<file path="src/rtl/tv3_pkg.sv">
package tv3_pkg;

   typedef logic [1:0] tv_t;

   localparam tv_t TV_ZERO = 2'b00;
   localparam tv_t TV_ONE  = 2'b01;
   localparam tv_t TV_UNK  = 2'b10;
   localparam tv_t TV_BAD  = 2'b11;

   function automatic tv_t tv_of_bit(input logic b);
      return b ? TV_ONE : TV_ZERO;
   endfunction

   function automatic logic tv_is_code_bad(input tv_t v);
      return v == TV_BAD;
   endfunction

endpackage

</file>
<file path="src/rtl/tv3_delta.sv">
module tv3_delta
   import tv3_pkg::*;
(
   input  logic ctrl,
   input  tv_t  old_v,
   input  tv_t  new_v,
   output logic c_inc,
   output logic c_dec,
   output logic u_inc,
   output logic u_dec,
   output logic code_bad
);

   logic old_is_c, new_is_c, old_is_u, new_is_u, moves;

   always_comb begin
      code_bad = tv_is_code_bad(old_v) || tv_is_code_bad(new_v);
      moves    = !code_bad && (old_v != new_v);
      old_is_c = old_v == tv_of_bit(ctrl);
      new_is_c = new_v == tv_of_bit(ctrl);
      old_is_u = old_v == TV_UNK;
      new_is_u = new_v == TV_UNK;
      c_inc    = moves && new_is_c;
      c_dec    = moves && old_is_c;
      u_inc    = moves && new_is_u;
      u_dec    = moves && old_is_u;
   end

endmodule

</file>
<file path="src/rtl/tv3_eval.sv">
module tv3_eval
   import tv3_pkg::*;
#(
   parameter int CW = 4
) (
   input  logic          ctrl,
   input  logic          inv,
   input  logic [CW-1:0] ctrl_cnt,
   input  logic [CW-1:0] unk_cnt,
   output tv_t           out_v
);

   always_comb begin
      if (ctrl_cnt != '0)
         out_v = tv_of_bit(ctrl ^ inv);
      else if (unk_cnt != '0)
         out_v = TV_UNK;
      else
         out_v = tv_of_bit(~ctrl ^ inv);
   end

endmodule

</file>
<file path="src/rtl/tv3_gate_slot.sv">
module tv3_gate_slot
   import tv3_pkg::*;
#(
   parameter int FANIN = 8,
   parameter int CW    = 4
) (
   input  logic          clk,
   input  logic          rst_n,
   input  logic          cfg_hit,
   input  logic          cfg_ctrl,
   input  logic          cfg_inv,
   input  logic          upd_hit,
   input  logic [CW-1:0] cc_next,
   input  logic [CW-1:0] cu_next,
   input  tv_t           out_next,
   output logic          ctrl_o,
   output logic          inv_o,
   output logic [CW-1:0] cc_o,
   output logic [CW-1:0] cu_o,
   output tv_t           last_o
);

   localparam logic [CW-1:0] ALL_UNK = CW'(FANIN);

   always_ff @(posedge clk) begin
      if (!rst_n) begin
         ctrl_o <= 1'b0;
         inv_o  <= 1'b0;
         cc_o   <= '0;
         cu_o   <= ALL_UNK;
         last_o <= TV_UNK;
      end else if (cfg_hit) begin
         ctrl_o <= cfg_ctrl;
         inv_o  <= cfg_inv;
         cc_o   <= '0;
         cu_o   <= ALL_UNK;
         last_o <= TV_UNK;
      end else if (upd_hit) begin
         cc_o   <= cc_next;
         cu_o   <= cu_next;
         last_o <= out_next;
      end
   end

endmodule

</file>
<file path="src/rtl/tv3_gate_counter.sv">
module tv3_gate_counter
   import tv3_pkg::*;
#(
   parameter  int FANIN     = 8,
   parameter  int NUM_GATES = 4,
   localparam int CW        = $clog2(FANIN + 1),
   localparam int GW        = (NUM_GATES > 1) ? $clog2(NUM_GATES) : 1
) (
   input  logic          clk,
   input  logic          rst_n,
   input  logic          cfg_we,
   input  logic [GW-1:0] cfg_gate,
   input  logic          cfg_ctrl,
   input  logic          cfg_inv,
   input  logic          ev_valid,
   input  logic [GW-1:0] ev_gate,
   input  logic [1:0]    ev_old,
   input  logic [1:0]    ev_new,
   output logic          res_valid,
   output logic [GW-1:0] res_gate,
   output logic [1:0]    res_value,
   output logic          res_changed,
   output logic          res_illegal
);

   generate
      if (FANIN < 1 || FANIN > 16) begin : g_bad_fanin
         $error("tv3_gate_counter: FANIN must lie in 1..16");
      end
      if (NUM_GATES < 1) begin : g_bad_gates
         $error("tv3_gate_counter: NUM_GATES must be at least 1");
      end
   endgenerate

   logic          slot_ctrl [NUM_GATES];
   logic          slot_inv  [NUM_GATES];
   logic [CW-1:0] slot_cc   [NUM_GATES];
   logic [CW-1:0] slot_cu   [NUM_GATES];
   tv_t           slot_last [NUM_GATES];

   logic          sel_ctrl, sel_inv, gate_ok;
   logic [CW-1:0] sel_cc, sel_cu, cc_next, cu_next;
   tv_t           sel_last, out_next;
   logic          c_inc, c_dec, u_inc, u_dec, code_bad;
   logic          conflict, accept, bad, upd_en;

   always_comb begin
      sel_ctrl = 1'b0;
      sel_inv  = 1'b0;
      sel_cc   = '0;
      sel_cu   = '0;
      sel_last = TV_UNK;
      gate_ok  = 1'b0;
      for (int g = 0; g < NUM_GATES; g++) begin
         if (ev_gate == GW'(g)) begin
            sel_ctrl = slot_ctrl[g];
            sel_inv  = slot_inv[g];
            sel_cc   = slot_cc[g];
            sel_cu   = slot_cu[g];
            sel_last = slot_last[g];
            gate_ok  = 1'b1;
         end
      end
   end

   tv3_delta u_delta (
      .ctrl     (sel_ctrl),
      .old_v    (ev_old),
      .new_v    (ev_new),
      .c_inc    (c_inc),
      .c_dec    (c_dec),
      .u_inc    (u_inc),
      .u_dec    (u_dec),
      .code_bad (code_bad)
   );

   always_comb begin
      cc_next = sel_cc + CW'(c_inc) - CW'(c_dec);
      cu_next = sel_cu + CW'(u_inc) - CW'(u_dec);
   end

   tv3_eval #(.CW(CW)) u_eval (
      .ctrl     (sel_ctrl),
      .inv      (sel_inv),
      .ctrl_cnt (cc_next),
      .unk_cnt  (cu_next),
      .out_v    (out_next)
   );

   always_comb begin
      conflict = cfg_we && (cfg_gate == ev_gate);
      accept   = ev_valid && !conflict;
      bad      = code_bad || !gate_ok;
      upd_en   = accept && !bad;
   end

   generate
      for (genvar g = 0; g < NUM_GATES; g++) begin : g_slot
         tv3_gate_slot #(.FANIN(FANIN), .CW(CW)) u_slot (
            .clk      (clk),
            .rst_n    (rst_n),
            .cfg_hit  (cfg_we && (cfg_gate == GW'(g))),
            .cfg_ctrl (cfg_ctrl),
            .cfg_inv  (cfg_inv),
            .upd_hit  (upd_en && (ev_gate == GW'(g))),
            .cc_next  (cc_next),
            .cu_next  (cu_next),
            .out_next (out_next),
            .ctrl_o   (slot_ctrl[g]),
            .inv_o    (slot_inv[g]),
            .cc_o     (slot_cc[g]),
            .cu_o     (slot_cu[g]),
            .last_o   (slot_last[g])
         );
      end
   endgenerate

   always_ff @(posedge clk) begin
      if (!rst_n) begin
         res_valid   <= 1'b0;
         res_gate    <= '0;
         res_value   <= TV_UNK;
         res_changed <= 1'b0;
         res_illegal <= 1'b0;
      end else begin
         res_valid <= accept;
         if (accept) begin
            res_gate    <= ev_gate;
            res_illegal <= bad;
            res_value   <= bad ? sel_last : out_next;
            res_changed <= !bad && (out_next != sel_last);
         end
      end
   end

endmodule

</file>
<file path="config.mk">
export PLATFORM = sky130hd
export DESIGN_NAME = tv3_gate_counter
export DESIGN_NICKNAME = d
export VERILOG_FILES = /design/src/rtl/tv3_pkg.sv /design/src/rtl/tv3_delta.sv /design/src/rtl/tv3_eval.sv /design/src/rtl/tv3_gate_slot.sv /design/src/rtl/tv3_gate_counter.sv
export SDC_FILE = /design/constraint.sdc
export NUM_CORES = 1
export LEC_CHECK = 0
export BUFFER_PORTS_ARGS = -buffer_cell sky130_fd_sc_hd__buf_2
export CAP_MARGIN = 10
export CORE_ASPECT_RATIO = 1.2
export CORE_MARGIN = 8
export CORE_UTILIZATION = 59
export CTS_CLUSTER_SIZE = 12
export DETAILED_ROUTE_END_ITERATION = 8
export GPL_ROUTABILITY_DRIVEN = 0
export PLACE_DENSITY = 0.74
export SYNTH_ARGS = -nofsm -noshare
export SYNTH_HDL_FRONTEND = slang
export SYNTH_SLANG_ARGS = --single-unit
</file>
<file path="constraint.sdc">
create_clock -name clk -period 5.8 [get_ports clk]
set_clock_uncertainty 0.2 [all_clocks]
set_input_delay 1.16 -clock clk [delete_from_list [all_inputs] [get_ports clk]]
set_output_delay 1.16 -clock clk [all_outputs]
set_load 0.02 [all_outputs]
</file>
==> results.json, run 1 <==
{
  "hpwlAfterDp_mm": 4.88,
  "yosysUniqueCellTypes": 48,
  "holdBufCountCts": 0,
  "gr-usage-met3_pct": 4.10,
  "clkTransAtPathRegs_ns": 0.09,
  "synth_top_area_share_pct": 39.1,
  "grt.busiest_layer": "met2",
  "clk_latency_ns": 0.31,
  "cts-root-buf": "clkbuf_8",
  "leakage_nw": 1.19,
  "clockBufferDepth": 2,
  "clock_sinks": 55,
  "htreeDepth": 2,
  "status": "finished, final reports clean",
  "grtUsageMet1_pct": 22.7,
  "vias": 2264,
  "worstPathArrival_ns": 4.76,
  "final.min_clock_period_ns": 4.77,
  "synth_edf_count": 0,
  "die_y_um": 91.7,
  "ant_nets": 0,
  "first_pass_iters": 5,
  "rsz0062_at_grt": "false",
  "ys_ff_latch": 55,
  "yosysWarnings": 0,
  "crit_required_ns": 5.80,
  "antenna_found_initial": 0,
  "yosys.area.top_type": "dfxtp_1",
  "crit_path_end_kind": "flip-flop",
  "grt_pass1_wl_mm": 11.2,
  "cts_buffers": 5,
  "crit_fanout": 6,
  "startpoint_type": "primary input",
  "syn_inst": 295,
  "fp.dieArea_um2": 7250,
  "drt_wl_total_mm": 6.84,
  "finalCritPeriodShare_pct": 82.2,
  "start_util_pct": 61.3,
  "cap_viol_max_count": 0,
  "die_x_um": 79.1,
  "grt-ovfl-total": 0,
  "fmax_ghz": 0.210,
  "post-cts-setup-buffers": 0,
  "diodes": 0,
  "place_ws_ns": 0.755,
  "setup_viol": 0,
  "synth-seq-area-share_pct": 39.1,
  "syn_area_um2": 2820,
  "tightestPinTransition_ns": 0.974,
  "grtUsageTotal_pct": 19.6,
  "yosysMostFrequentCell": "dfxtp_1",
  "portBuffers": 20,
  "synth_nets": 319,
  "hold_violations": 0,
  "hp-class": "flip-flop to flip-flop",
  "cts_tree": "yes",
  "core_um2": 4590,
  "drc": 0,
  "synth-async-reset-ratio_pct": 0,
  "grtUsageMet2_pct": 33.0,
  "drtIter0Drc": 207,
  "grt_start_max_net_pins": 23,
  "num_rows": 27,
  "drive_gt1_share_pct": 17.1,
  "synthToLayoutAreaGrowth_pct": 9.95,
  "synth_ff_type": "dfxtp_1",
  "nets": 338,
  "critPathKind": "primary input to flip-flop",
  "ctsResizeCount": 0,
  "postLayoutCoreUtil_pct": 67.4,
  "holdWs_ns": 0.257,
  "setup_tns_ns": 0,
  "yosys-top-cells-area": "dfxtp_1, mux4_2, nand2_1",
  "syn_avg_cell_area_um2": 9.55,
  "vias_per_cell": 6.07,
  "fin_total_pwr_mw": 0.836,
  "setup_slack_ns": 1.03,
  "synthTopCellsByCount": "dfxtp_1, nand2_1, nor2_1",
  "max_slew_margin_pct": 34.6,
  "power.density_nw_per_um2": 270,
  "wl_per_cell_um": 18.3,
  "drv_slew": 0,
  "io_pins": 21,
  "ir_drop_uv": 229,
  "grt_pass1_vias": 2247
}
==> cell families after synthesis <==
group,after synthesis,share of synthesized area [%]
AOI/OAI and AO/OA,62,15.1
xor gates and xnor gates,10,4.44
adders and majority gates,10,4.98
buffers and inverters,26,4.09
DFF,55,39.1
muxes,26,14.6
and+or+nand+nor,106,17.7
==> where the power goes <==
group	leakage (nW)	internal, mW	total [mW]	switching [mW]
Clock	0.0654	0.173	0.296	0.124
Sequential	0.447	0.390	0.396	0.00644
Combinational	0.682	0.0546	0.144	0.0892
Total	1.19	0.617	0.836	0.219
==> worst max-delay path, stage by stage <==
cell and delay [ns]:
buf_2 0.12, mux4_2 0.59, nor3b_1 0.21, a21oi_1 0.07, o22ai_1 0.15, nand2b_1 0.08
ha_1 0.27, inv_1 0.06, ha_1 0.16, inv_1 0.05, fa_1 0.37, xnor2_1 0.21
or3b_1 0.49, a211o_2 0.39, o311ai_2 0.27, o22ai_1 0.12
==> flip-flops by register name, summed over array words and instances, names as in the netlist <==
register / count
g_slot.u_slot.cc_o: 16
g_slot.u_slot.ctrl_o: 4
g_slot.u_slot.cu_o: 16
g_slot.u_slot.inv_o: 4
g_slot.u_slot.last_o: 8
res_changed: 1
res_gate: 2
res_illegal: 1
res_valid: 1
res_value: 2
==> cells in the final DEF, fill, tap and decap left out, drive strengths merged, types with 11 or more instances in the layout <==
master,count
dfxtp,55
nand2,45
nor2,27
a21oi,26
buf,26
mux2i,14
inv,12
nor2b,12
mux4,11
a211oi,11
==> metrics by stage <==
| step | cell area [um2] | instances |
|---|---|---|
| 2_1_floorplan | 2820 | 295 |
| 3_3_place_gp | 2960 | 365 |
| 3_5_place_dp | 2960 | 365 |
| 4_1_cts | 3100 | 373 |
| 5_1_grt | 3100 | 373 |
| 6_report | 3100 | 373 |
==> layer usage <==
layer  routed length, um  up-vias
met3                 471       20
li1                    -     1080
met5                   0        -
met4                 202        0
met1                2720     1066
met2                3450       98
==> worst paths after layout <==
path | startpoint | to | slack [ns] | cells past startpoint
hold reg to reg | g_slot[0].u_slot.cc_o[3]$_SDFFE_PP0P_ | g_slot[0].u_slot.cc_o[3]$_SDFFE_PP0P_ | 0.26 | 2
hold / removal | g_slot[0].u_slot.cc_o[3]$_SDFFE_PP0P_ | g_slot[0].u_slot.cc_o[3]$_SDFFE_PP0P_ | 0.26 | 2
setup reg to reg | g_slot[2].u_slot.ctrl_o$_SDFFE_PN0P_ | res_changed$_SDFFE_PN0P_ | 1.68 | 15
setup / recovery | ev_gate[0] | res_changed$_SDFFE_PN0P_ | 1.03 | 16
==> area by class of cell <==
type / instances / area [um2]
clock buffers: 6 / 72.6
clock inverters: 2 / 60.1
fillers: 404 / 1500
inverters: 12 / 45.0
multi-input cells: 214 / 1600
flip-flops and latches: 55 / 1100
well taps: 58 / 72.6
repair buffers: 26 / 145
No activity file was read; power rests on OpenSTA's default activity.
==> inputs of run 2 (changes only) <==
- CORE_UTILIZATION: 59 -> 54
- PLACE_DENSITY: 0.74 -> 0.72
- clock period: 5.8 -> 4.35 ns (I/O delays scaled with it)
==> results.json, run 2 (same netlist as run 1, synthesis figures left out) <==
{
  "rsz0062_at_grt": "false",
  "crit_family": "adder cells",
  "cts-root-buf": "clkbuf_8",
  "final.min_clock_period_ns": 4.10,
  "grt-ovfl-total": 0,
  "fp.dieArea_um2": 7790,
  "drc": 0,
  "critPathSlowestCell": "fa_2",
  "portBuffers": 20,
  "antenna_found_initial": 0,
  "post-cts-setup-buffers": 0,
  "die_x_um": 81.9,
  "grtUsageTotal_pct": 18.3,
  "layout.cells.non_filler": 386,
  "die_y_um": 95.1,
  "leakage_nw": 1.22,
  "clock_sinks": 55,
  "startpoint_type": "primary input",
  "p_comb_share_pct": 20.8,
  "tightestPinTransition_ns": 0.726,
  "vias": 2244,
  "fmax_ghz": 0.244,
  "diodes": 0,
  "wl_per_cell_um": 17.1,
  "critPathKind": "primary input to flip-flop",
  "status": "finished, final reports clean",
  "setup_viol": 0,
  "grt_start_max_net_pins": 23,
  "drv_slew": 0,
  "cts_tree": "yes",
  "reg_top3": "g_slot.u_slot.cc_o x16, g_slot.u_slot.cu_o x16, g_slot.u_slot.last_o x8",
  "hp-class": "flip-flop to flip-flop",
  "power.density_nw_per_um2": 323,
  "clockBufferDepth": 2,
  "first_pass_iters": 4,
  "worstPathArrival_ns": 4.13,
  "mostFrequentLayoutCells": "dfxtp_1, nand2_1, nor2_1",
  "finalCritPeriodShare_pct": 94.3,
  "hpwlAfterDp_mm": 4.85,
  "core_um2": 5150,
  "power_frac_clock_pct": 27.4,
  "nets": 347,
  "grt_pass1_wl_mm": 11.0,
  "crit_fanout": 6,
  "holdWs_ns": 0.260,
  "cp_num_buf_inv": 3,
  "max_slew_margin_pct": 51.6,
  "p_int_mw": 0.723,
  "switching_share_pct": 29.0,
  "multi_input_area_um2": 1630,
  "seqCellArea_um2": 1100,
  "ctsResizeCount": 0,
  "ant_nets": 0,
  "clkTransAtPathRegs_ns": 0.10,
  "fin_area_um2": 3150,
  "start_util_pct": 54.7,
  "vias_per_cell": 5.81,
  "cap_viol_max_count": 0,
  "synthToLayoutAreaGrowth_pct": 11.8,
  "fillers": 471,
  "critPathMaxStageDelay_ns": 0.54,
  "htreeDepth": 2,
  "dp.cells": 378,
  "io_pins": 21,
  "clk_latency_ns": 0.31,
  "fin_total_pwr_mw": 1.02,
  "grt_pass1_vias": 2173,
  "hold_violations": 0,
  "final_common_cell": "dfxtp_1",
  "crit_required_ns": 4.38,
  "holdBufCountCts": 0,
  "drt_wl_total_mm": 6.62,
  "setup_tns_ns": 0,
  "placed_area_um2": 3060,
  "p_seq_share_pct": 51.9,
  "crit_path_end_kind": "flip-flop",
  "drtIter0Drc": 152,
  "ir_drop_uv": 260,
  "drive_gt1_share_pct": 21.3,
  "cts_buffers": 5,
  "crit_chain": "buf_2 -> mux4_2 -> nor3b_2 -> a21oi_1 -> o22ai_1 -> nand2b_1 -> ha_1 -> inv_1 -> ha_2 -> inv_2 -> fa_2 -> or3b_4 -> o21ai_0 -> nand2_2 -> a211oi_2",
  "num_rows": 29,
  "switching_power_mw": 0.295
}
==> run 2: worst paths after layout <==
check	from	to	slack, ns	depth (start not counted)
worst max-delay path	ev_gate[0]	g_slot[1].u_slot.last_o[0]$_SDFFE_PP0P_	0.25	15
worst min-delay path	g_slot[2].u_slot.cu_o[2]$_SDFFE_PP0P_	g_slot[2].u_slot.cu_o[2]$_SDFFE_PP0P_	0.26	2
worst max register to register	g_slot[3].u_slot.ctrl_o$_SDFFE_PN0P_	g_slot[1].u_slot.last_o[0]$_SDFFE_PP0P_	0.59	14
worst min register to register	g_slot[2].u_slot.cu_o[2]$_SDFFE_PP0P_	g_slot[2].u_slot.cu_o[2]$_SDFFE_PP0P_	0.26	2
==> run 2: power by group through the flow <==
stage,clock (mW),combinational [mW],sequential [mW]
after floorplan,0,0.141,0.544
after global placement,0,0.208,0.539
after detailed placement,0,0.211,0.539
after CTS,0.282,0.212,0.528
after global routing,0.303,0.231,0.530
final,0.279,0.211,0.528
==> run 2: layout make-up <==
class,instances,share of cell area [%]
timing repair buffer,35,6.75
sequential,55,35.0
multi-input combinational,214,51.7
tap,62,2.46
clock buffer,6,2.30
inverter,12,1.43
clock inverter,2,0.397
==> run 2: worst min-delay path: stages (launching register included) <==
cell,delay (ns)
dfxtp_1,0.32
nand2_1,0.05
a21oi_1,0.05
==> run 2: per-stage QoR <==
stage               setup WS (ns)  util (%)
floorplan                  -0.170         -
global placement          -0.0208      59.5
detailed placement        -0.0587      59.5
CTS                         0.251      61.1
global route               0.0510      61.1
finish                      0.249      61.1
==> run 2: layer usage <==
layer	track usage, %	share of wire (%)	routed length [um]
met2	30.3	49	3250
met1	23.1	44	2930
met5	0	0	0
met4	6.60	2.0	130
met3	3.21	4.7	311
==> inputs of run 3 (changes only) <==
- CTS_BUF_LIST: not set -> sky130_fd_sc_hd__clkbuf_4 sky130_fd_sc_hd__clkbuf_8 sky130_fd_sc_hd__clkbuf_16
==> results.json, run 3 (same netlist as run 1, synthesis figures left out) <==
{
  "rsz0062_at_grt": "false",
  "die_y_um": 95.1,
  "drt_wl_total_mm": 6.64,
  "grt_pass1_vias": 2174,
  "num_rows": 29,
  "worstPathArrival_ns": 4.14,
  "ctsResizeCount": 0,
  "crit_required_ns": 4.38,
  "setup_slack_ns": 0.248,
  "cts_tree": "yes",
  "hold_violations": 0,
  "core_um2": 5150,
  "final_common_cell": "dfxtp_1",
  "place_ws_ns": -0.0587,
  "critPathKind": "primary input to flip-flop",
  "min_delay_path_depth": 2,
  "drc": 0,
  "grt-ovfl-total": 0,
  "vias_per_cell": 5.78,
  "holdBufCountCts": 0,
  "placed_area_um2": 3060,
  "fp.dieArea_um2": 7790,
  "nets": 347,
  "finalCritPeriodShare_pct": 94.3,
  "setup_viol": 0,
  "wl_per_cell_um": 17.2,
  "startpoint_type": "primary input",
  "ir_drop_uv": 277,
  "layout.cells.non_filler": 386,
  "start_util_pct": 54.7,
  "fmax_ghz": 0.244,
  "cap_viol_max_count": 0,
  "crit_fanout": 6,
  "reg_top3": "g_slot.u_slot.cc_o x16, g_slot.u_slot.cu_o x16, g_slot.u_slot.last_o x8",
  "leakage_nw": 1.22,
  "grt_pass1_wl_mm": 11.0,
  "hpwlAfterDp_mm": 4.85,
  "grt_start_max_net_pins": 23,
  "min_from": "g_slot[1].u_slot.cc_o[2]$_SDFFE_PP0P_",
  "cts_buffers": 5,
  "holdWs_ns": 0.260,
  "drive_gt1_share_pct": 21.6,
  "clk_latency_ns": 0.31,
  "ff2ff_path_depth": 14,
  "dp.cells": 378,
  "synthToLayoutAreaGrowth_pct": 12.0,
  "power.density_nw_per_um2": 325,
  "fin_area_um2": 3150,
  "vias": 2232,
  "htreeDepth": 2,
  "timing.rr.end": "g_slot[1].u_slot.last_o[0]$_SDFFE_PP0P_",
  "clockBufferDepth": 2,
  "rrSetupSlack_ns": 0.59,
  "clkTransAtPathRegs_ns": 0.09,
  "io_pins": 21,
  "whs_endpoint": "g_slot[1].u_slot.cc_o[2]$_SDFFE_PP0P_",
  "final.min_clock_period_ns": 4.10,
  "antenna_found_initial": 0,
  "clock_sinks": 55,
  "mostFrequentLayoutCells": "dfxtp_1, nand2_1, nor2_1",
  "hp-class": "flip-flop to flip-flop",
  "die_x_um": 81.9,
  "drtIter0Drc": 139,
  "post-cts-setup-buffers": 0,
  "tightestPinTransition_ns": 0.719,
  "max_slew_margin_pct": 52.1,
  "status": "finished, final reports clean",
  "first_pass_iters": 5,
  "crit_path_end_kind": "flip-flop",
  "ant_nets": 0,
  "grtUsageTotal_pct": 18.3,
  "cts-root-buf": "clkbuf_8",
  "drv_slew": 0,
  "diodes": 0,
  "portBuffers": 20,
  "worstReg2RegStart": "g_slot[3].u_slot.ctrl_o$_SDFFE_PN0P_"
}
run 3: cell types whose count changed in the layout (fill, tap and decap cells not counted):
cell,delta
clkbuf_1,-1
clkbuf_4,+1
run 3: how the worst max path moves through the flow:
stage / slack, ns / depth (start not counted) / start / end
2_1_floorplan: -0.17 / 16 / ev_gate[0] / res_changed$_SDFFE_PN0P_
3_3_place_gp: -0.02 / 15 / ev_gate[0] / res_value[0]$_SDFFE_PN0P_
3_5_place_dp: -0.06 / 15 / ev_gate[0] / g_slot[1].u_slot.last_o[0]$_SDFFE_PP0P_
4_1_cts: 0.25 / 15 / ev_gate[0] / g_slot[1].u_slot.last_o[0]$_SDFFE_PP0P_
5_1_grt: 0.05 / 15 / ev_gate[0] / g_slot[3].u_slot.last_o[0]$_SDFFE_PP0P_
6_report: 0.25 / 15 / ev_gate[0] / g_slot[1].u_slot.last_o[0]$_SDFFE_PP0P_
run 3: where the power goes:
| part | switching (mW) | internal [mW] | leakage, nW |
|---|---|---|---|
| Combinational | 0.122 | 0.0901 | 0.732 |
| Sequential | 0.00797 | 0.520 | 0.447 |
| Clock | 0.166 | 0.119 | 0.0446 |
run 3: layout make-up:
type | instances | area, um2
fill | 467 | 2000
tap | 62 | 77.6
clock inverter | 2 | 12.5
multi-input combinational | 214 | 1630
timing repair buffer | 35 | 213
inverter | 12 | 45.0
sequential | 55 | 1100
clock buffer | 6 | 76.3
run 3: critical path, cell delays in order:
cell	delay (ns)
buf_2	0.10
mux4_2	0.52
nor3b_2	0.19
a21oi_1	0.05
o22ai_1	0.16
nand2b_1	0.07
ha_1	0.26
inv_1	0.06
ha_2	0.17
inv_2	0.04
fa_2	0.54
or3b_4	0.42
o21ai_0	0.29
nand2_2	0.15
a211oi_2	0.23
run 3: per-stage QoR:
step / TNS (ns) / power, mW / utilization (%)
6_report: 0 / 1.03 / 61.2
5_1_grt: 0 / 1.07 / 61.2
4_1_cts: 0 / 1.03 / 61.2
2_1_floorplan: -0.754 / 0.685 / -
3_5_place_dp: -0.256 / 0.750 / 59.5
3_3_place_gp: -0.0602 / 0.747 / 59.5
run 3: routing by layer:
layer  global-route usage (%)  part of all wire, %
met2                     30.5                   49
met4                     6.60                  2.1
met5                        0                    0
met1                     22.9                   44
met3                     3.21                  4.4
